[config.mk]
export PLATFORM = sky130hd
export DESIGN_NAME = dma_chan_ctl
export DESIGN_NICKNAME = d
export VERILOG_FILES = /design/src/rtl/dma_chan_ctl.sv
export SDC_FILE = /design/constraint.sdc
export NUM_CORES = 1
export LEC_CHECK = 0
export CAP_MARGIN = 30
export CORE_AREA = 2 2 39 41
export DETAILED_ROUTE_END_ITERATION = 6
export DIE_AREA = 0 0 41 43
export GPL_ROUTABILITY_DRIVEN = 0
export PLACE_DENSITY = 0.66
export SETUP_SLACK_MARGIN = 0.5
export SYNTH_ARGS = -nofsm -noshare
export SYNTH_HDL_FRONTEND = slang
export SYNTH_SLANG_ARGS = --single-unit
[constraint.sdc]
create_clock -name clk -period 0.8 [get_ports clk]
set_input_delay 0.08 -clock clk [delete_from_list [all_inputs] [get_ports clk]]
set_output_delay 0.08 -clock clk [all_outputs]
set_load 0.005 [all_outputs]
[src/rtl/dma_chan_ctl.sv]
module dma_chan_ctl #(
  parameter int W       = 8,
  parameter int EN_B    = 0,
  parameter int INIT_B  = 1,
  parameter int START_B = 2,
  parameter int TC_B    = 7
) (
  input  logic         clk,
  input  logic         rst_n,
  input  logic         wr_en,
  input  logic [W-1:0] wr_data,
  input  logic [W-1:0] wr_mask,
  input  logic         rd_en,
  output logic [W-1:0] rd_data,
  input  logic         eng_xfer,
  input  logic         eng_last,
  output logic         ch_enable,
  output logic         ch_start,
  output logic         ch_init
);

  logic en_q, tc_q, pend_q, start_q, init_q;

  wire tc_evt    = eng_xfer & eng_last;
  wire en_wr     = wr_en & wr_mask[EN_B];
  wire start_req = wr_en & wr_mask[START_B] & wr_data[START_B] & en_q & ~tc_q;
  wire init_req  = wr_en & wr_mask[INIT_B] & wr_data[INIT_B] & ~en_q;

  wire unused_bits = ^{wr_data, wr_mask};

  always_ff @(posedge clk or negedge rst_n) begin
    if (!rst_n) begin
      en_q    <= 1'b0;
      tc_q    <= 1'b0;
      pend_q  <= 1'b0;
      start_q <= 1'b0;
      init_q  <= 1'b0;
    end else begin
      if (tc_evt)      en_q <= 1'b0;
      else if (en_wr)  en_q <= wr_data[EN_B];
      pend_q  <= tc_evt;
      tc_q    <= pend_q | (tc_q & ~rd_en & ~init_req);
      start_q <= start_req;
      init_q  <= init_req;
    end
  end

  always_comb begin
    rd_data       = '0;
    rd_data[EN_B] = en_q;
    rd_data[TC_B] = tc_q;
  end

  assign ch_enable = en_q;
  assign ch_start  = start_q;
  assign ch_init   = init_q;

  p_tc_clears_en_r4: assert property (@(posedge clk) disable iff (!rst_n)
    $past(eng_xfer && eng_last) |-> !ch_enable);

  p_flag_after_en_r5: assert property (@(posedge clk) disable iff (!rst_n)
    $rose(tc_q) |-> !$past(en_q));

  p_read_clear_r6: assert property (@(posedge clk) disable iff (!rst_n)
    ($past(rd_en) && !$past(pend_q)) |-> !rd_data[TC_B]);

  p_set_wins_r6: assert property (@(posedge clk) disable iff (!rst_n)
    $past(pend_q) |-> rd_data[TC_B]);

  p_start_gate_r7: assert property (@(posedge clk) disable iff (!rst_n)
    ch_start |-> ($past(en_q) && !$past(tc_q)));

  p_init_gate_r8: assert property (@(posedge clk) disable iff (!rst_n)
    ch_init |-> !$past(en_q));

  p_init_clears_r9: assert property (@(posedge clk) disable iff (!rst_n)
    (ch_init && !$past(pend_q)) |-> !rd_data[TC_B]);

  p_pulse_excl_r8: assert property (@(posedge clk) disable iff (!rst_n)
    !(ch_start && ch_init));

  p_reserved_zero_r2: assert property (@(posedge clk) disable iff (!rst_n)
    rd_data[TC_B-1:EN_B+1] == '0);

endmodule

# Word level (Yosys, flattened, before mapping)
# Index checks and enable logic that the tools add are counted.
word_totals:
  reg_bits: 5
  input_bits: 22
  output_inout_bits: 11
  word_cells: 24
op_classes:
  n_mux: 2
  bitwise: 16
  n_reduce_logical: 1
ops:
  columns: ["op", "n"]
  rows:
  - ["$and 1x1->1", 11]
  - ["$not 1->1", 4]
  - ["$mux 1", 2]
  - ["$reduce_bool 2->1", 1]
  - ["$or 1x1->1", 1]

# Depth between registers and ports, before layout
depth:
  word_depth: 6
  depth_mapped: 2
  depth_no_buf: 2

# Least setup slack after synthesis
# OpenSTA, ideal clock, no wires.
synth_timing:
  kind: "register to register"
  startpoint: "register en_q, in the netlist ch_enable"
  endpoint: "register tc_q"
  setup_ns: 0.124
  arrival_ns: 0.737
  t_required_ns: 0.676
  slack_ns: -0.060
  stages_incl_launch_ff: 3
  path_buffers: 0
  synth_period_minus_slack_ns: 0.860
  cell_sequence: "dfrtp_1 and4b_1 o21bai_2"
synth_between:
  elab_chain_len: 5
synth_rtl:
  columns: ["element", "line", "source"]
  rows:
  - ["start: declaration", "22", "logic en_q, tc_q, pend_q, start_q, init_q;"]
  - ["start signal: assignment", "40", "else if (en_wr) en_q <= wr_data[EN_B];"]
  - ["$not 1->1", "27", "wire init_req = wr_en & wr_mask[INIT_B] & wr_data[INIT_B] & ~en_q;"]
  - ["$and 1x1->1", "27", null]
  - ["net init_req", "27", null]
  - ["$not 1->1", "42", "tc_q <= pend_q | (tc_q & ~rd_en & ~init_req);"]
  - ["$and 1x1->1", "42", null]
  - ["$or 1x1->1", "42", null]
  - ["end signal: assignment", "42", null]
  - ["end: declaration", "22", null]
# The timed path passes the listed nets, and every way through them passes these cells.
# A chain may end at the register's enable or synchronous reset.

# Final worst setup path
# Same ends and word-level chain as after synthesis.

==> flow_summary.yaml <==
clock_tree:
  cts_tree: "built"
  cts_buffers: 3
  cts_root_buf: "clkbuf_4"
  cts_sinks: 5
  clock_latency_ps: 240
  clk_path_buf_depth: 2
  htree_levels: 1
  clk_pin_slew_ps: 40
synthesis:
  synthCells: 24
  synth_warnings: 0
  ys_ff_latch: 5
  synth.distinct_cells: 13
  syn_avg_cell_area_um2: 10.7
  ys_seq_area_share_pct: 48.5
  syn_area_um2: 258
layout:
  area_delta_synth_final_pct: 67.0
  insertedDiodeCount: 0
  layout.nets: 67
  drive_gt1_share_pct: 31.8
pwr:
  power.density_mw_per_mm2: 1620
  ir_drop_uv: 851
  p_leak_uw: 0.000216
worst_setup_path:
  path_cells: "buf_6 > and4b_1 > o21bai_2"
  crit_path_max_incr_delay_ps: 370
  crit_arrival_ps: 1050
  worst-path-max-fanout: 4
  cp.required_ps: 920
  cp-start-kind: "flip-flop"
  worst_path_max_delay_cell: "dfrtp_1"
  setup.worst_path.end_class: "flip-flop"
  reg2regPathDepth: 3
  crit_type: "flip-flop to flip-flop"
detailed_routing:
  drcViolationCount: 0
  wl_per_cell_um: 8.00
  initialDrtViolationCount: 0
  drt-vias-per-instance: 3.47
  vias: 208
  totalWireLength_um: 480
  firstDrtPassIters: 1
  detail-route-antenna-nets: 0
floorplan:
  core_mm2: 0.00138
  die_w_um: 41
  design.portCount: 33
  rows: 14
  dieArea_mm2: 0.00176
  initial_core_util_pct: 18.6
  die-height_um: 43
hold_path:
  hold_path.class: "input port to asynchronous set/reset pin"
sta:
  fmax_mhz: 1070
  fin_crit_sh_pct: 116
  setup_slack_ps: -131
  period_needed_ps: 931
  rsz0062_at_grt: "true"
  hold_viol: 0
  drv_slew: 0
  clock_skew_ps: 1.75
  hold_ws_ps: 62.8
  setup_viol: 7
job:
  drv_cap: 0
run_status:
  status: "complete, but fails checks"
  violations: "setup timing"
placed_design:
  port_buffers: 16
  dp_slack_ps: -247
grt:
  antenna_found_initial: 0
  grt_pass1_wl_um: 752
  grt_overflow: 0
  grt_pass1_vias: 193
  gr-usage-all-layers_pct: 7.06
  grt_max_degree: 6
[cell usage after synthesis]
cell type  count  area share [%]
buf_4          8              23
dfrtp_1        5              49
nand3_1        1             1.9
o21bai_2       1             4.4
a21bo_1        1             3.9
nand2_1        1             1.5
nand2b_1       1             2.4
and2_1         1             2.4
and4b_1        1             3.9
conb_1         1             1.5
a21oi_1        1             1.9
nor2_1         1             1.5
nand3b_1       1             2.9
[kinds of logic after synthesis]
group,synth area share [%]
AOI/OAI and AO/OA,10.2
buffers and inverters,23.3
DFF,48.5
other,1.45
and+or+nand+nor,16.5
[power breakdown]
| part | internal (µW) | switching [µW] | leakage [µW] | total, µW |
|---|---|---|---|---|
| clock | 188 | 99.1 | 0.0000150 | 287 |
| sequential | 268 | 5.42 | 0.0000658 | 273 |
| combinational | 92.2 | 44.8 | 0.000135 | 137 |
| total | 548 | 149 | 0.000216 | 698 |
[area by class of cell]
class	instances	area (µm²)
clock buffers	4	26.3
fillers	158	953
multi-input cells	16	97.6
flip-flops and latches	5	125
well taps	16	20.0
repair buffers	19	161
[stage by stage]
stage	util [%]	std cells	setup TNS (ps)	total power (µW)	area [µm²]
finish	31.1	60	-374	698	430
global route	31.1	60	-637	749	430
CTS	30.8	60	-465	711	427
detailed placement	29.4	54	-1210	416	407
global placement	29.4	54	-1060	415	407
floorplan	-	29	-47.8	350	283
[what timing repair did]
action / 4_1_cts / 5_1_grt
resized for setup: 25 / 1
hold buffers: 0 / 0
endpoints found under the setup margin: 10 / 9
pin swaps: 1 / 0
buffers inserted: 2 / 0
[worst paths after layout]
check / start / end / slack, ps
worst min register to register: pend_q / tc_q / 430
max in group asynchronous: rst_n / ch_enable / 550
min in group clk: eng_xfer / pend_q / 170
worst max-delay path: ch_enable / tc_q / -130
worst max register to register: ch_enable / tc_q / -130
worst min-delay path: rst_n / ch_init / 60
[flip-flops by register name, summed over array words and instances, names as in the netlist]
name,count
tc_q,1
ch_start,1
pend_q,1
ch_enable,1
ch_init,1
[routing by layer]
metal	up-vias	routed length, µm	global-route usage [%]
met1	90	158	6.84
met3	0	80	7.85
met4	0	0	2.00
li1	103	-	-
met2	15	241	9.69
met5	-	0	0
[critical path, delay by kind of cell (launching register included)]
kind | cells | cell delay (ps)
AOI/OAI and AO/OA | 1 | 60
buffers and inverters | 1 | 120
DFF | 1 | 370
and+or+nand+nor | 1 | 260
[placed cells by master (no fill, tap or decap), drive strengths merged]
master / count
a21bo: 1
and2: 1
conb: 6
nand2: 1
clkdlybuf4s15: 2
o21bai: 1
nand3b: 1
dfrtp: 5
buf: 8
nand2b: 1
a21oi: 1
clkbuf: 4
and4b: 1
nand3: 1
nor2: 1
clkdlybuf4s50: 9
(Power assumes the default switching activity.)
